[src/rtl/rx_burst_end_pkg.sv]
// Package: shared types for the receive burst end interrupt detector.
// Assumes: a two-state controller, idle or counting.
package rx_burst_end_pkg;
    typedef enum logic {
        ST_IDLE  = 1'b0,
        ST_COUNT = 1'b1
    } burst_state_e;
endpackage

[src/rtl/rx_buf_empty_check.sv]
// Module: decides whether the receive buffer holds packet data.
// Assumes: rsvd counts blocks that are inside filled but only reserved by
// pre-allocation, so the buffer counts as empty when filled <= rsvd.
module rx_buf_empty_check #(
    parameter int OCC_W = 10
) (
    input  logic [OCC_W-1:0] filled_i,
    input  logic [OCC_W-1:0] rsvd_i,
    output logic             empty_o
);
    // Purpose: leave reservations out of the occupancy test.
    always_comb begin
        empty_o = (filled_i <= rsvd_i);
    end
endmodule

[src/rtl/rx_burst_countdown.sv]
// Module: idle/count controller with the debounce down-counter.
// Assumes: pulse inputs last one cycle. fire_o is combinational and is
// high in the cycle in which the count expires without an arrival.
module rx_burst_countdown
    import rx_burst_end_pkg::*;
#(
    parameter int CNT_W = 16
) (
    input  logic             clk,
    input  logic             rst_n,
    input  logic             enable_i,
    input  logic             done_i,
    input  logic             empty_i,
    input  logic             arrive_i,
    input  logic [CNT_W-1:0] preload_i,
    output logic             fire_o
);
    localparam logic [CNT_W-1:0] ONE = {{(CNT_W-1){1'b0}}, 1'b1};

    burst_state_e     state_q;
    logic [CNT_W-1:0] cnt_q;
    logic             start;
    logic             expire;

    // Purpose: decide whether a countdown starts this cycle.
    always_comb begin
        start = (state_q == ST_IDLE) && enable_i && done_i && empty_i && !arrive_i;
    end

    // Purpose: decide whether a running count expires quietly this cycle.
    always_comb begin
        expire = (state_q == ST_COUNT) && enable_i && !arrive_i && (cnt_q == '0);
    end

    assign fire_o = expire;

    // Purpose: advance the state and the counter.
    always_ff @(posedge clk) begin
        if (!rst_n) begin
            state_q <= ST_IDLE;
            cnt_q   <= '0;
        end else begin
            case (state_q)
                ST_IDLE: begin
                    if (start) begin
                        state_q <= ST_COUNT;
                        cnt_q   <= preload_i;
                    end
                end
                default: begin
                    if (!enable_i || arrive_i || expire) begin
                        state_q <= ST_IDLE;
                    end else begin
                        cnt_q <= cnt_q - ONE;
                    end
                end
            endcase
        end
    end

    // a start loads the preload value.
    a_r1_start_loads: assert property (@(posedge clk) disable iff (!rst_n)
        start |=> (state_q == ST_COUNT) && (cnt_q == $past(preload_i)));

    // a non-empty buffer keeps the controller idle.
    a_r2_busy_buffer_idle: assert property (@(posedge clk) disable iff (!rst_n)
        ((state_q == ST_IDLE) && !empty_i) |=> (state_q == ST_IDLE));

    // an arrival during counting cancels without firing.
    a_r3_arrival_cancels: assert property (@(posedge clk) disable iff (!rst_n)
        ((state_q == ST_COUNT) && arrive_i) |-> !fire_o ##1 (state_q == ST_IDLE));

    // a quiet count steps down by one.
    a_r4_count_steps: assert property (@(posedge clk) disable iff (!rst_n)
        ((state_q == ST_COUNT) && enable_i && !arrive_i && (cnt_q != '0))
        |=> (state_q == ST_COUNT) && (cnt_q == $past(cnt_q) - ONE));

    // clearing enable forces idle.
    a_r5_disable_idle: assert property (@(posedge clk) disable iff (!rst_n)
        !enable_i |=> (state_q == ST_IDLE));

    // after firing the controller is idle.
    a_r7_fire_returns_idle: assert property (@(posedge clk) disable iff (!rst_n)
        fire_o |=> (state_q == ST_IDLE));
endmodule

[src/rtl/rx_irq_route.sv]
// Module: turns a fire event into a registered one-cycle request on the
// vector-0 output or the all-vectors output.
// Assumes: mode is sampled in the cycle of the fire event.
module rx_irq_route (
    input  logic clk,
    input  logic rst_n,
    input  logic fire_i,
    input  logic all_mode_i,
    output logic vec0_o,
    output logic all_o
);
    // Purpose: register the routed request.
    always_ff @(posedge clk) begin
        if (!rst_n) begin
            vec0_o <= 1'b0;
            all_o  <= 1'b0;
        end else begin
            vec0_o <= fire_i && !all_mode_i;
            all_o  <= fire_i && all_mode_i;
        end
    end

    // the outputs never overlap.
    a_r6_exclusive: assert property (@(posedge clk) disable iff (!rst_n)
        !(vec0_o && all_o));

    // the selected output follows a fire event.
    a_r6_routed: assert property (@(posedge clk) disable iff (!rst_n)
        fire_i |=> (all_mode_i ? all_o : vec0_o) == 1'b0 ? 1'b0 :
                   ($past(all_mode_i) ? all_o : vec0_o));

    // each request lasts one cycle.
    a_r4_single_pulse: assert property (@(posedge clk) disable iff (!rst_n)
        (vec0_o || all_o) |=> !(vec0_o || all_o));
endmodule

[src/rtl/rx_burst_end_irq.sv]
// Module: top of the receive burst end interrupt detector.
// Assumes: synchronous active-low reset, and one-cycle pulse inputs on
// desc_done_i and pkt_arrive_i.
module rx_burst_end_irq #(
    parameter int CNT_W = 16,
    parameter int OCC_W = 10
) (
    input  logic             clk,
    input  logic             rst_n,
    input  logic             cfg_enable_i,
    input  logic             cfg_all_vec_i,
    input  logic [CNT_W-1:0] cfg_preload_i,
    input  logic             desc_done_i,
    input  logic             pkt_arrive_i,
    input  logic [OCC_W-1:0] buf_filled_i,
    input  logic [OCC_W-1:0] buf_rsvd_i,
    output logic             irq_vec0_o,
    output logic             irq_all_o
);
    logic buf_empty;
    logic fire;

    rx_buf_empty_check #(.OCC_W(OCC_W)) u_empty (
        .filled_i (buf_filled_i),
        .rsvd_i   (buf_rsvd_i),
        .empty_o  (buf_empty)
    );

    rx_burst_countdown #(.CNT_W(CNT_W)) u_count (
        .clk       (clk),
        .rst_n     (rst_n),
        .enable_i  (cfg_enable_i),
        .done_i    (desc_done_i),
        .empty_i   (buf_empty),
        .arrive_i  (pkt_arrive_i),
        .preload_i (cfg_preload_i),
        .fire_o    (fire)
    );

    rx_irq_route u_route (
        .clk        (clk),
        .rst_n      (rst_n),
        .fire_i     (fire),
        .all_mode_i (cfg_all_vec_i),
        .vec0_o     (irq_vec0_o),
        .all_o      (irq_all_o)
    );

    // with enable low for two edges, no request appears.
    a_r5_disabled_quiet: assert property (@(posedge clk) disable iff (!rst_n)
        (!cfg_enable_i && $past(!cfg_enable_i)) |=> !(irq_vec0_o || irq_all_o));
endmodule

[config.mk]
export PLATFORM = sky130hd
export DESIGN_NAME = rx_burst_end_irq
export DESIGN_NICKNAME = d
export VERILOG_FILES = /design/src/rtl/rx_burst_end_pkg.sv /design/src/rtl/rx_buf_empty_check.sv /design/src/rtl/rx_burst_countdown.sv /design/src/rtl/rx_irq_route.sv /design/src/rtl/rx_burst_end_irq.sv
export SDC_FILE = /design/constraint.sdc
export NUM_CORES = 1
export LEC_CHECK = 0
export ABC_AREA = 0
export BUFFER_PORTS_ARGS = -buffer_cell sky130_fd_sc_hd__buf_2
export CORE_UTILIZATION = 46
export DETAILED_ROUTE_END_ITERATION = 8
export PLACE_DENSITY = 0.77
export SYNTH_ARGS = -nofsm -noshare
export SYNTH_HDL_FRONTEND = slang
export SYNTH_SLANG_ARGS = --single-unit
[constraint.sdc]
create_clock -name clk -period 2.25 [get_ports clk]
set_input_delay 0.45 -clock clk [delete_from_list [all_inputs] [get_ports clk]]
set_output_delay 0.45 -clock clk [all_outputs]
set_load 0.005 [all_outputs]
==> impl_metrics.yaml <==
outcome:
  status: "completed"
cts:
  cts_resized: 0
  clkTransAtPathRegs_ps: 110
  cts.sinks: 19
  cts_buffers: 3
  ctsHtreeMaxLevel: 1
  cts-root-buf: "clkbuf_4"
  post-cts-setup-buffers: 0
  postCtsHoldBufs: 0
  cts_tree: "done"
  clk_latency_ps: 310
  cts_max_path_buffers: 2
timing:
  finalHoldViolCount: 0
  post-route-period-util: 0.923
  grt_setup_unrepaired: "false"
  period_needed_ps: 2080
  setup_viol: 0
  worstMarginPinSlew_ps: 443
  slew_headroom: 0.704
  slew_viol_final: 0
  fmax_ghz: 0.481
  skew_ps: 4.14
critical_path:
  cp_slowest_cell: "a2111oi_2"
  reg2reg_from: "u_count.cnt_q[0]$_SDFFE_PN0P_"
  rr_worst_depth: 9
  r2r_end: "u_count.cnt_q[0]$_SDFFE_PN0P_"
  cp_cell_sequence: "buf_2 -> ha_1 -> a21oi_1 -> o21ai_0 -> a2111oi_2 -> o31ai_4 -> buf_12 -> o211ai_1 -> o31ai_1"
  cp-end-kind: "flip-flop"
  crit_type: "input port to flip-flop"
  arrival_ps: 2280
  critPathMaxFanout: 33
  critical_path_required_ps: 2450
  reg2reg_setup_slack_ps: 190
  slowest_delay_ps: 480
  cp-start-kind: "input port"
final_layout:
  area_growth_pct: 20.7
  drive_gt1_frac: 0.260
  fin_area_mm2: 0.00177
  n_antenna_cell: 0
  fin_nets: 290
synthesis:
  synth_area_leaders: "dfxtp_1, ha_1, nand2_1"
  ys.flop_type: "dfxtp_1"
  synth.ff_latch_count: 19
  synth-edff-count: 0
  synth_fp_nets: 246
  yosys_warnings: 0
  synth_area_leader_cell: "dfxtp_1"
  synth.cell_area_mm2: 0.00146
  synth_cell_types: 44
  avgSynthCellArea_um2: 7.62
  seq_area_frac_synth: 0.260
  yosysMostFrequentCell: "nand2_1"
  postSynth.asyncResetShare: 0
  yosys-top-cells-count: "nand2_1, a21oi_1, dfxtp_1, inv_1"
  synth_top_cell_area_share: 0.260
  postSynthCellCount: 192
floorplan:
  io_pins: 44
  row_count: 20
  fp.dieH_um: 58.4
  die_area_mm2: 0.00341
  die_x_um: 58.4
  core_area_mm2: 0.00303
  start_util: 0.483
routing:
  drtPass1Iterations: 4
  routed_wl_um: 3380
  antenna_left: 0
  vias_per_cell: 5.45
  drc: 0
  via_count: 1520
  first_iter_violations: 82
  wl_per_cell_um: 12.1
pwr:
  powerDensity_mw_per_mm2: 466
  comb_power_share: 0.333
  swShare: 0.337
  clkPwrFrac: 0.224
  intPower_uw: 546
  power.switching_uw: 277
  finalPower_uw: 823
  p_leak_nw: 0.841
  seqPwrFrac: 0.443
  peakVddDrop_mv: 0.180
placement:
  post_dp_cell_area_mm2: 0.00174
  place_congestion: 0.819
  dp_hpwl_um: 2540
  port_buffers: 43
global_routing:
  grt_max_degree: 34
  grt_antenna_before_repair: 0
  grt_pass1_vias: 1359
  grt_pass1_wl_um: 5730
  overflow: 0
  grt_use_total: 0.214
hold_path:
  hold_class: "input port to flip-flop"
  hold_path_depth: 2
  hold_start: "cfg_all_vec_i"
  whs_endpoint: "u_route.vec0_o$_SDFF_PN0_"
flow_run:
  maxCapViolCount: 0
sequential cells by signal, indices dropped and copies added, names as in the netlist:
signal,cells
u_route.vec0_o,1
u_route.all_o,1
u_count.state_q,1
u_count.cnt_q,16
cells by family after synthesis:
family                     count (synthesis)  share of synthesized area
AOI/OAI and AO/OA                         58                      0.276
DFF                                       19                      0.260
muxes                                      2                     0.0137
buffers and inverters                     29                     0.0864
adders and majority gates                 12                      0.103
and+or+nand+nor                           72                      0.261
routing by layer:
metal | GRT usage | part of all wire
met2 | 0.376 | 0.49
met3 | 0.0308 | 0.050
met1 | 0.264 | 0.45
met4 | 0.0782 | 0.015
met5 | 0 | 0
power groups by stage:
stage                     Sequential [mW]  Combinational, mW  Clock, mW
after global placement              0.371              0.269          0
after CTS                           0.364              0.276      0.184
after global routing                0.366              0.309      0.202
after detailed placement            0.372              0.274          0
after floorplan                     0.367              0.193          0
final                               0.364              0.274      0.184
layout make-up:
type / instances / area (um2)
Multi-Input combinational cell: 144 / 956
Tap cell: 44 / 55.1
Timing Repair Buffer: 50 / 280
Sequential cell: 19 / 380
Inverter: 18 / 67.6
Fill cell: 286 / 1260
Clock buffer: 4 / 26.3
metrics by stage:
stage / setup slack (ps) / instances / utilization / hold WS [ps] / TNS [ps]
final: 172 / 279 / 0.583 / 290 / 0
after global routing: 10.6 / 279 / 0.583 / 287 / 0
after CTS: 141 / 279 / 0.583 / 290 / 0
after detailed placement: -178 / 275 / 0.574 / 467 / -1680
after global placement: -77.6 / 275 / 0.574 / 468 / -619
after floorplan: 84.9 / 192 / - / 450 / 0
critical path, delay by kind of cell:
family                   cells  cell delay, ps
AO/OA/AOI/OAI                6            1220
adder cells (fa/ha/maj)      1             310
buffers and inverters        2             280
worst max-delay path by stage:
| stage | startpoint | to | slack, ps | cells past startpoint |
|---|---|---|---|---|
| final | buf_filled_i[9] | u_count.cnt_q[15]$_SDFFE_PN0P_ | 170 | 9 |
| after detailed placement | buf_rsvd_i[9] | u_count.cnt_q[15]$_SDFFE_PN0P_ | -180 | 10 |
| after CTS | buf_filled_i[9] | u_count.cnt_q[15]$_SDFFE_PN0P_ | 140 | 9 |
| after global routing | buf_filled_i[9] | u_count.cnt_q[15]$_SDFFE_PN0P_ | 10 | 9 |
| after floorplan | buf_rsvd_i[3] | u_count.cnt_q[15]$_SDFFE_PN0P_ | 80 | 9 |
| after global placement | buf_filled_i[3] | u_count.cnt_q[7]$_SDFFE_PN0P_ | -80 | 9 |
cells in the final DEF, fill, tap and decap left out, drive strengths merged, types with 2 or more instances in the layout:
cell type,Yosys,routed
a211oi,2,2
a21o,2,2
a21oi,19,19
and3,3,3
buf,5,50
clkbuf,6,4
dfxtp,19,19
ha,12,12
inv,18,18
mux2i,2,2
nand2,26,26
nand2b,5,5
nand3,2,2
nand4,3,3
nor2,12,12
nor2b,2,2
nor3,7,7
nor4,3,3
o211ai,5,5
o21ai,8,8
o22ai,3,3
o2bb2ai,2,2
o31ai,4,4
o32ai,8,8
or3,4,4
No activity file was read; power rests on OpenSTA's default activity.
